`config.mk`:
```
export PLATFORM = sky130hd
export DESIGN_NAME = ims_ctrl
export DESIGN_NICKNAME = d
export VERILOG_FILES = /design/src/rtl/ims_pkg.sv /design/src/rtl/ims_sticky_bank.sv /design/src/rtl/ims_mask_reg.sv /design/src/rtl/ims_host_decode.sv /design/src/rtl/ims_irq_summary.sv /design/src/rtl/ims_ctrl.sv
export SDC_FILE = /design/constraint.sdc
export NUM_CORES = 1
export LEC_CHECK = 0
export CORE_ASPECT_RATIO = 2
export CORE_MARGIN = 2
export CORE_UTILIZATION = 35
export CTS_CLUSTER_SIZE = 28
export DETAILED_ROUTE_END_ITERATION = 10
export GPL_TIMING_DRIVEN = 1
export PLACE_DENSITY = 0.67
export SYNTH_ARGS = -nofsm -noshare
export SYNTH_HDL_FRONTEND = slang
export SYNTH_HIERARCHICAL = 1
export SYNTH_SLANG_ARGS = --single-unit
```
`constraint.sdc`:
```
create_clock -name clk -period 2.5 [get_ports clk]
set_input_delay 0.5 -clock clk [delete_from_list [all_inputs] [get_ports clk]]
set_output_delay 0.5 -clock clk [all_outputs]
set_load 0.01 [all_outputs]
```
`src/rtl/ims_pkg.sv`:
```
package ims_pkg;

    localparam int REG_W  = 8;
    localparam int ADDR_W = 3;

    localparam logic [ADDR_W-1:0] OFF_TX_STAT = ADDR_W'(0);
    localparam logic [ADDR_W-1:0] OFF_TX_MASK = ADDR_W'(1);
    localparam logic [ADDR_W-1:0] OFF_RX_STAT = ADDR_W'(2);
    localparam logic [ADDR_W-1:0] OFF_RX_MASK = ADDR_W'(3);
    localparam logic [ADDR_W-1:0] OFF_IRQ     = ADDR_W'(4);

    localparam int CS_BIT = 6;

    // Positions that latch events; carrier sense and unused receive bits excluded.
    localparam logic [REG_W-1:0] TX_KEEP = 8'hBF;
    localparam logic [REG_W-1:0] RX_KEEP = 8'h9F;

    typedef struct packed {
        logic tx_stat_clr;
        logic tx_mask_we;
        logic rx_stat_clr;
        logic rx_mask_we;
    } wr_strobe_t;

endpackage

```
`src/rtl/ims_sticky_bank.sv`:
```
module ims_sticky_bank #(
    parameter int               W    = 8,
    parameter logic [W-1:0]     KEEP = '1
) (
    input  logic         clk,
    input  logic         rst_n,
    input  logic [W-1:0] evt,
    input  logic         clr_en,
    input  logic [W-1:0] clr_bits,
    output logic [W-1:0] flags
);

    logic [W-1:0] clr_vec;
    logic [W-1:0] flags_nxt;

    always_comb begin
        clr_vec   = clr_en ? clr_bits : '0;
        // An event in the same cycle as a clear keeps the flag set.
        flags_nxt = (evt | (flags & ~clr_vec)) & KEEP;
    end

    always_ff @(posedge clk or negedge rst_n) begin
        if (!rst_n) begin
            flags <= '0;
        end else begin
            flags <= flags_nxt;
        end
    end

endmodule

```
`src/rtl/ims_mask_reg.sv`:
```
module ims_mask_reg #(
    parameter int W = 8
) (
    input  logic         clk,
    input  logic         rst_n,
    input  logic         we,
    input  logic [W-1:0] wdata,
    output logic [W-1:0] q
);

    always_ff @(posedge clk or negedge rst_n) begin
        if (!rst_n) begin
            q <= '0;
        end else if (we) begin
            q <= wdata;
        end
    end

endmodule

```
`src/rtl/ims_host_decode.sv`:
```
module ims_host_decode
    import ims_pkg::*;
(
    input  logic [ADDR_W-1:0] addr,
    input  logic              wr,
    input  logic [REG_W-1:0]  tx_view,
    input  logic [REG_W-1:0]  tx_mask,
    input  logic [REG_W-1:0]  rx_view,
    input  logic [REG_W-1:0]  rx_mask,
    input  logic              tx_sum_n,
    input  logic              rx_sum_n,
    output wr_strobe_t        strobe,
    output logic [REG_W-1:0]  rdata
);

    always_comb begin
        strobe             = '0;
        strobe.tx_stat_clr = wr && (addr == OFF_TX_STAT);
        strobe.tx_mask_we  = wr && (addr == OFF_TX_MASK);
        strobe.rx_stat_clr = wr && (addr == OFF_RX_STAT);
        strobe.rx_mask_we  = wr && (addr == OFF_RX_MASK);
    end

    always_comb begin
        case (addr)
            OFF_TX_STAT: rdata = tx_view;
            OFF_TX_MASK: rdata = tx_mask;
            OFF_RX_STAT: rdata = rx_view;
            OFF_RX_MASK: rdata = rx_mask;
            OFF_IRQ:     rdata = {{(REG_W-2){1'b0}}, rx_sum_n, tx_sum_n};
            default:     rdata = '0;
        endcase
    end

endmodule

```
`src/rtl/ims_irq_summary.sv`:
```
module ims_irq_summary #(
    parameter int W = 8
) (
    input  logic [W-1:0] flags,
    input  logic [W-1:0] enables,
    output logic         irq_n
);

    always_comb begin
        irq_n = ~(|(flags & enables));
    end

endmodule

```
`src/rtl/ims_ctrl.sv`:
```
module ims_ctrl
    import ims_pkg::*;
(
    input  logic              clk,
    input  logic              rst_n,
    input  logic [ADDR_W-1:0] host_addr,
    input  logic              host_wr,
    input  logic [REG_W-1:0]  host_wdata,
    output logic [REG_W-1:0]  host_rdata,
    input  logic [REG_W-1:0]  tx_evt,
    input  logic              carrier_sense,
    input  logic [REG_W-1:0]  rx_evt,
    output logic              tx_irq_n,
    output logic              rx_irq_n
);

    wr_strobe_t       strobe;
    logic [REG_W-1:0] tx_stat;
    logic [REG_W-1:0] rx_stat;
    logic [REG_W-1:0] tx_mask;
    logic [REG_W-1:0] rx_mask;
    logic [REG_W-1:0] tx_view;

    ims_sticky_bank #(.W(REG_W), .KEEP(TX_KEEP)) u_tx_bank (
        .clk      (clk),
        .rst_n    (rst_n),
        .evt      (tx_evt),
        .clr_en   (strobe.tx_stat_clr),
        .clr_bits (host_wdata),
        .flags    (tx_stat)
    );

    ims_sticky_bank #(.W(REG_W), .KEEP(RX_KEEP)) u_rx_bank (
        .clk      (clk),
        .rst_n    (rst_n),
        .evt      (rx_evt),
        .clr_en   (strobe.rx_stat_clr),
        .clr_bits (host_wdata),
        .flags    (rx_stat)
    );

    ims_mask_reg #(.W(REG_W)) u_tx_mask (
        .clk   (clk),
        .rst_n (rst_n),
        .we    (strobe.tx_mask_we),
        .wdata (host_wdata),
        .q     (tx_mask)
    );

    ims_mask_reg #(.W(REG_W)) u_rx_mask (
        .clk   (clk),
        .rst_n (rst_n),
        .we    (strobe.rx_mask_we),
        .wdata (host_wdata),
        .q     (rx_mask)
    );

    ims_irq_summary #(.W(REG_W)) u_tx_sum (
        .flags   (tx_stat),
        .enables (tx_mask),
        .irq_n   (tx_irq_n)
    );

    ims_irq_summary #(.W(REG_W)) u_rx_sum (
        .flags   (rx_stat),
        .enables (rx_mask),
        .irq_n   (rx_irq_n)
    );

    always_comb begin
        tx_view         = tx_stat;
        tx_view[CS_BIT] = carrier_sense;
    end

    ims_host_decode u_dec (
        .addr     (host_addr),
        .wr       (host_wr),
        .tx_view  (tx_view),
        .tx_mask  (tx_mask),
        .rx_view  (rx_stat),
        .rx_mask  (rx_mask),
        .tx_sum_n (tx_irq_n),
        .rx_sum_n (rx_irq_n),
        .strobe   (strobe),
        .rdata    (host_rdata)
    );

endmodule

```
Word-level counts from Yosys, hierarchy flattened
Cells that the tools add are included.

Bits in registers: 29. Output and inout port bits: 10. Logic and storage cells: 28.

Equal/unequal tests: 4. Muxes and demuxes: 3. Bitwise gates (word level): 10. Reductions and logical operators: 7.

Operators by type and width (count): case mux 8 bit (5 select lines) (1); bitwise AND 8 bit (4); 2-to-1 mux 8 bit (2); inverter 8 bit (2); bitwise OR 8 bit (2); OR reduction 8 bit (2); equality test 3 x 2 -> 1 bit (second input constant) (2); logical AND 1 bit (4); equality test 3 x 1 -> 1 bit (second input constant) (1); equality test 3 bit (second input constant) (1); zero test 3 bit (1); inverter 1 bit (2).

Logic depth before layout (Yosys ltp)
Gate-level depths: netlist of the first run.

Depth after elaboration: 6. Mapped depth: 6. Gate-level depth less buffers: 5.

By module
Netlist of the first run, hierarchy kept.

Modules (own cells, without submodules): ims_mask_reg (times used 2, cells each 17, area each 331.6 sq um, seq. area each 200.2 sq um); ims_host_decode (times used 1, cells each 35, area each 395.4 sq um, seq. area each 0.0 sq um); ims_sticky_bank (u_tx_bank) (times used 1, cells each 23, area each 265.3 sq um, seq. area each 175.2 sq um); ims_sticky_bank (u_rx_bank) (times used 1, cells each 21, area each 236.5 sq um, seq. area each 150.1 sq um); ims_irq_summary (times used 2, cells each 5, area each 38.8 sq um, seq. area each 0.0 sq um).

Least setup slack after synthesis of the first run
No wires, ideal clock.

Path type: input port to flip-flop. From: input port host_addr[1]. To: register u_tx_bank.flags[4]. Library setup time: 0.118 ns. Arrival: 1.786 ns. Required time: 2.382 ns. Slack: 0.596 ns. Stages: 5. Cell sequence: buf_2 -> buf_4 -> nor4b_1 -> nand2_1 -> a21o_1.

RTL lines: start, declared (RTL line ims_ctrl.sv:6) `input logic [ADDR_W-1:0] host_addr,`; end signal, assigned (RTL line ims_sticky_bank.sv:26) `flags <= flags_nxt;`; end, declared (RTL line ims_sticky_bank.sv:10) `output logic [W-1:0] flags`.

Worst setup path in the final report of the first run
From: input port host_addr[0]. To: output port host_rdata[4].

Cells in the longest elaborated chain, start to end: 2.

Ends and longest elaborated chain: equality test 3 bit (tied with other cells) (RTL line ims_host_decode.sv:25) `case (addr)`; case mux 8 bit (5 select lines) * (RTL line ims_host_decode.sv:25); end, declared (RTL line ims_ctrl.sv:9) `output logic [REG_W-1:0] host_rdata,`.

Every way passes the cells marked *; elsewhere a longest branch is shown, timed or not.

==> results.md, run 1 <==
- Status: finished, final reports clean
- Clk sink count: 29
- Final setup TNS: 0 ns
- I/O pin cnt: 41
- Area of the mapped netlist: ~1600 sq um
- Synth unique cells: 25
- Synth top area share: between 40 and 50%
- Commonest cells post-synth: 29 x dfrtp_1, 16 x mux2_4, 15 x nand2_1
- Critical Path RT: 2.00 ns
- Worst-Skew Late Latency: ~0.27 ns
- DRC errors left: 0
- Maximum net fanout on the critical path: 12
- Post-synthesis register bit count: 29
- TritonRoute pass-1 iters: 4
- Max Root-Sink Buffers: 2
- Sequential cell area: 725.7 sq um
- Final-report max-slew violation count: 0
- Root buffer cell: clkbuf_8
- CP Class: in -> out
- Die X: 52.37 microns
- Final setup fails: 0
- Initial antenna violation count: 0
- Die H: roughly 100 microns
- Register area share after synthesis: between 40 and 50%
- Power per cell area: 572.4 nW/um^2
- Via count: 1198
- DP HPWL: 3089 microns
- Finished Layout Cells: 234
- Share of cells above drive strength 1: 30.17%
- Startpoint types: input port
- Footprint of the multi-input gates: approximately 830 sq um
- Max Freq: 0.4130 GHz
- Post-layout minimum cycle time: about 2.4 ns
- Switching Fraction: between 20% and 30%
- Worst EP arrival: 1.92 ns
- P_leak: 0.9396 nW
- Htree depth: 2
- Fin area: 2237 sq um
- CP Capture Type: output port
- Comb pwr share: 25.7%
- GPL Wtd Cong: ~0.87
- First-pass GRT wire length: slightly below 7000 microns
- CTS tree: done
- Final Hold Fails: 0
- Full die area: 5276 sq um
- Site Rows: 35
- Cell accounting for the most synthesized area: dfrtp_1
- Overall Power: 1.281 mW
- Post-Synthesis Cells: 123
- Placed insts: 219
- Main area contributors after synthesis: dfrtp_1 44%, mux2_4 15%, mux4_2 8.3%, a21o_1 6.0%, nor2b_4 5.0%
- Clock skew: 0 ns
- Tightest Hold Check Type: reg -> reg
- Gr usage total: 18.04%
- DRT iter0 DRCs: 17
- Net Sw Power: 0.3343 mW
- Antenna Nets Post-Route: 0
- PortBufs: 37
- Synth warn: 6
- Largest net degree at the start of global routing: 30
- ANT cells: 0
- Initial Util: 35.96%
- Max VDD drop: 386.0 uV
- Fin nets: 209
- Num CTS Buffers: 5
- Fillers: 430
- Int Pwr: around 0.95 mW
- RSZ-0062 raised after global routing: false
- Clk pwr share: between 20% and 30%
- Layout Area Growth over Synthesis: 36.59%
- Average wire per standard cell: 17.72 microns
- Seq pwr share: a little under half
- Number of flops mapped to enable cells by yosys: 0
- Max-cap violation count: 0
- Most used DFF post-synth: dfrtp_1
- Syn avg cell area: around 13 sq um
- Area after DPL: 2110 sq um
- Post-CTS Hold Buffers: 0
- Cell with the most instances after synthesis: dfrtp_1
- Final wirelength: about 4100 microns
- Via/cell ratio: 5.120
- Async set or reset register ratio after synthesis: 100.0%
- Final hold slack: ~0.51 ns
- Total gr overflow: 0
- Core ar.: 4554 sq um
- Clock slew at reported path FFs: around 0.06 ns
- Vias in the first global route: between 1000 and 1500
- Final period util: 96.85%
==> power groups by stage <==
stage	sequential (mW)	combinational (mW)	clock, mW
after floorplan	0.573	0.206	0
after global placement	0.585	0.321	0
after detailed placement	0.594	0.331	0
after CTS	0.586	0.330	0.377
after global routing	0.595	0.353	0.397
final	0.586	0.330	0.364
==> logic make-up after synthesis <==
kind of cell	share of synthesized area, %
simple gates	13.60
compound gates	12.07
other cells	0.4585
flops	44.31
mux	24.22
buf+inv	5.347
==> sequential cells by signal, indices dropped and copies added, names as in the netlist <==
signal	flops
u_rx_mask/q	8
u_tx_mask/q	8
u_tx_bank/flags	7
u_rx_bank/flags	6
==> worst max-delay path, cell delays in order <==
cell	delay [ns]
dlygate4sd2_1	0.25
buf_12	0.14
buf_4	0.12
mux4_2	0.49
nor2b_4	0.14
dlygate4sd2_1	0.28
==> area by class of cell <==
type	instances	area share, %
multi-input combinational	85	37.30
sequential	29	32.44
timing repair buffer	57	23.60
clock buffer	8	3.579
tap	55	3.076
==> placed cells by master (no fill, tap or decap), types with 2 or more instances in the layout <==
master / Yosys / layout
conb_1: 2 / 3
mux2_4: 16 / 16
dfrtp_1: 29 / 29
mux4_2: 6 / 6
buf_4: 5 / 18
nor4b_1: 2 / 2
clkdlybuf4s50_1: 0 / 27
clkbuf_1: 0 / 3
a22oi_1: 8 / 8
o21a_1: 2 / 2
nor2b_4: 6 / 6
clkbuf_8: 0 / 5
a21o_1: 13 / 13
and4_1: 2 / 2
dlygate4sd2_1: 0 / 9
nand2_1: 15 / 15
==> layer usage <==
metal | GRT usage, % | part of all wire [%] | wire, microns | vias to the layer above
li1 | - | - | - | 557
met1 | 19.20 | 36 | 1475 | 602
met2 | 32.69 | 58 | 2416 | 30
met3 | 3.116 | 3.8 | 157 | 9
met4 | 8.679 | 2.3 | 96 | 0
met5 | 0 | 0 | 0 | -
==> what timing repair did <==
item                                    CTS  global route
resized for setup                         9             2
gates cloned                              0             0
endpoints found under the hold margin     0             0
buffers inserted                          7             0
endpoints found under the setup margin    8             5
==> through the flow <==
stage / util [%] / setup WS [ns]
floorplan: - / 0.5962
global placement: 46.32 / -0.2873
detailed placement: 46.32 / -0.2963
CTS: 48.98 / 0.01366
global route: 49.12 / 0.01744
finish: 49.12 / 0.07863
==> path summary, 6_finish.rpt <==
path	from	endpoint	slack (ns)	cells after the start
worst max-delay path	host_addr[0]	host_rdata[4]	0.08	6
worst min-delay path	u_rx_bank/flags[7]	u_rx_bank/flags[7]	0.51	1
worst max register to register	u_tx_mask/q[0]	u_tx_mask/q[0]	1.69	1
worst min register to register	u_rx_bank/flags[7]	u_rx_bank/flags[7]	0.51	1
max in group asynchronous	rst_n	u_rx_bank/flags[0]	1.61	2
min in group asynchronous	rst_n	u_tx_bank/flags[2]	0.61	2
No activity file was read; power rests on OpenSTA's default activity.
==> inputs of run 2 (changes only) <==
--- a/config.mk
+++ b/config.mk
@@ -10,9 +10,12 @@
 export CORE_UTILIZATION = 35
 export CTS_CLUSTER_SIZE = 28
 export DETAILED_ROUTE_END_ITERATION = 10
+export DONT_BUFFER_PORTS = 1
 export GPL_TIMING_DRIVEN = 1
-export PLACE_DENSITY = 0.67
+export PLACE_DENSITY = 0.56
+export SKIP_LAST_GASP = 1
 export SYNTH_ARGS = -nofsm -noshare
 export SYNTH_HDL_FRONTEND = slang
 export SYNTH_HIERARCHICAL = 1
 export SYNTH_SLANG_ARGS = --single-unit
+export TNS_END_PERCENT = 10
==> results.md, run 2 (same netlist as run 1, synthesis figures left out) <==
- Status: finished, final reports clean
- Postcts setup bufs: 0
- Site Rows: 35
- DRT iter0 DRCs: 32
- Slew of the pin with the lowest slew margin: between 0.6 and 0.7 ns
- RSZ-0062 raised after global routing: false
- Clock skew: 0 ns
- Int Pwr: approximately 0.88 mW
- Area after DPL: around 1700 sq um
- First-pass GRT wire length: 6037 microns
- Final setup fails: 0
- Fin area: 1759 sq um
- Die X: 52.37 microns
- Num CTS Buffers: 5
- Total gr overflow: 0
- Core ar.: 4554 sq um
- Via/cell ratio: 5.533
- Post-CTS Hold Buffers: 1
- Antenna Nets Post-Route: 0
- Root buffer cell: clkbuf_8
- Htree depth: 2
- Largest net degree at the start of global routing: 30
- Comb pwr share: 19.2%
- Initial antenna violation count: 0
- Share of cells above drive strength 1: 30.71%
- Clock slew at reported path FFs: 0.06 ns
- Full die area: about 5300 sq um
- GR Util met3: 5.045%
- Gr usage total: 16.06%
- Most common cell after layout, fill and taps aside: dfrtp_1
- Biggest regs: u_rx_mask/q (8), u_tx_mask/q (8), u_tx_bank/flags (7)
- Net Sw Power: 0.2965 mW
- ANT cells: 0
- CP Class: reg -> out
- Max-cap violation count: 0
- Worst-Skew Late Latency: 0.28 ns
- Final period util: between 90% and 100%
- Fin nets: 157
- CTS tree: done
- Critical Path RT: 2.00 ns
- Clk pwr share: 31.0%
- Switching Fraction: around 25%
- Slowest CP cell: dfrtp_1
- GR peak layer: met2
- Slew Limit Headroom: 55.64%
- DRC errors left: 0
- DP HPWL: approximately 2700 microns
- Final Hold Fails: 0
- Placed insts: 173
- Power per cell area: 669.1 nW/um^2
- Final hold slack: 0.03683 ns
- Layout Area Growth over Synthesis: 7.410%
- Post-layout minimum cycle time: 2.257 ns
- Max Freq: 0.4431 GHz
- Clk sink count: 29
- P_leak: a little under 0.7 nW
- Finished Layout Cells: 182
- Met2 usage: 25.00%
- Final setup TNS: 0 ns
- Resize count post-CTS: 0
- Max VDD drop: 379.6 uV
- Startpoint types: register
- Tightest Hold Check Type: in -> async
- I/O pin cnt: 41
- TritonRoute pass-1 iters: 5
- Final wirelength: 3725 microns
- Maximum net fanout on the critical path: 3
- Average wire per standard cell: 20.47 microns
- Via count: between 1000 and 1500
- Die H: ~100 microns
- GPL Wtd Cong: 0.8117
- Initial Util: 35.96%
- Grt met1 use: approximately 19%
- PortBufs: 0
- Vias in the first global route: 1110
- Most frequent cells in the layout: 29 x dfrtp_1, 16 x mux2_4, 15 x nand2_1
- CP Capture Type: output port
- Seq pwr share: 49.8%
- Worst path cell trace: a22oi_1, and4_1, nand2_1, a2bb2oi_1, o22ai_1
- Final-report max-slew violation count: 0
- CP peak stage delay: 0.41 ns
- Worst EP arrival: 1.76 ns
- Final core utilization: 38.63%
- Max Root-Sink Buffers: 2
==> run 2: cell type report <==
cell class / instances / area, sq um
well taps: 55 / 68.82
clock buffers: 8 / 80.08
multi-input cells: 85 / 834.6
flip-flops and latches: 29 / 725.7
fillers: 454 / 2795
repair buffers: 5 / 50.05
==> run 2: layer usage <==
metal	wire [microns]	share of wire, %
met2	1972	53
met5	0	0
met1	1367	37
met4	121	3.2
met3	264	7.1
==> run 2: worst max-delay path, delay by kind of cell, from the launching register on <==
family | cells | cell delay, ns
AND/OR/NAND/NOR | 2 | 0.40
AO/OA/AOI/OAI | 3 | 0.67
flip-flops | 1 | 0.41
==> run 2: power by group through the flow <==
stage / clock, mW / combinational [mW] / sequential (mW)
6_report: 0.365 / 0.226 / 0.586
5_1_grt: 0.399 / 0.244 / 0.596
4_1_cts: 0.378 / 0.229 / 0.586
3_5_place_dp: 0 / 0.213 / 0.594
3_3_place_gp: 0 / 0.208 / 0.588
2_1_floorplan: 0 / 0.206 / 0.573
==> run 2: path summary, 6_finish.rpt <==
path	cells past startpoint	slack, ns	start	to
min	1	0.04	rst_n	u_tx_bank/flags[1]
max in group asynchronous	1	2.30	rst_n	u_tx_mask/q[1]
min reg2reg	1	0.52	u_tx_bank/flags[7]	u_tx_bank/flags[7]
max reg2reg	1	1.71	u_tx_mask/q[3]	u_tx_mask/q[3]
max	5	0.24	u_tx_bank/flags[2]	host_rdata[0]
min in group clk	1	0.31	tx_evt[2]	u_tx_bank/flags[2]
==> run 2: through the flow <==
step,setup WS [ns],power (mW)
6_report,0.2434,1.177
5_1_grt,0.1058,1.240
4_1_cts,0.2183,1.193
3_5_place_dp,0.5242,0.8073
3_3_place_gp,0.5532,0.7961
2_1_floorplan,0.5962,0.7793
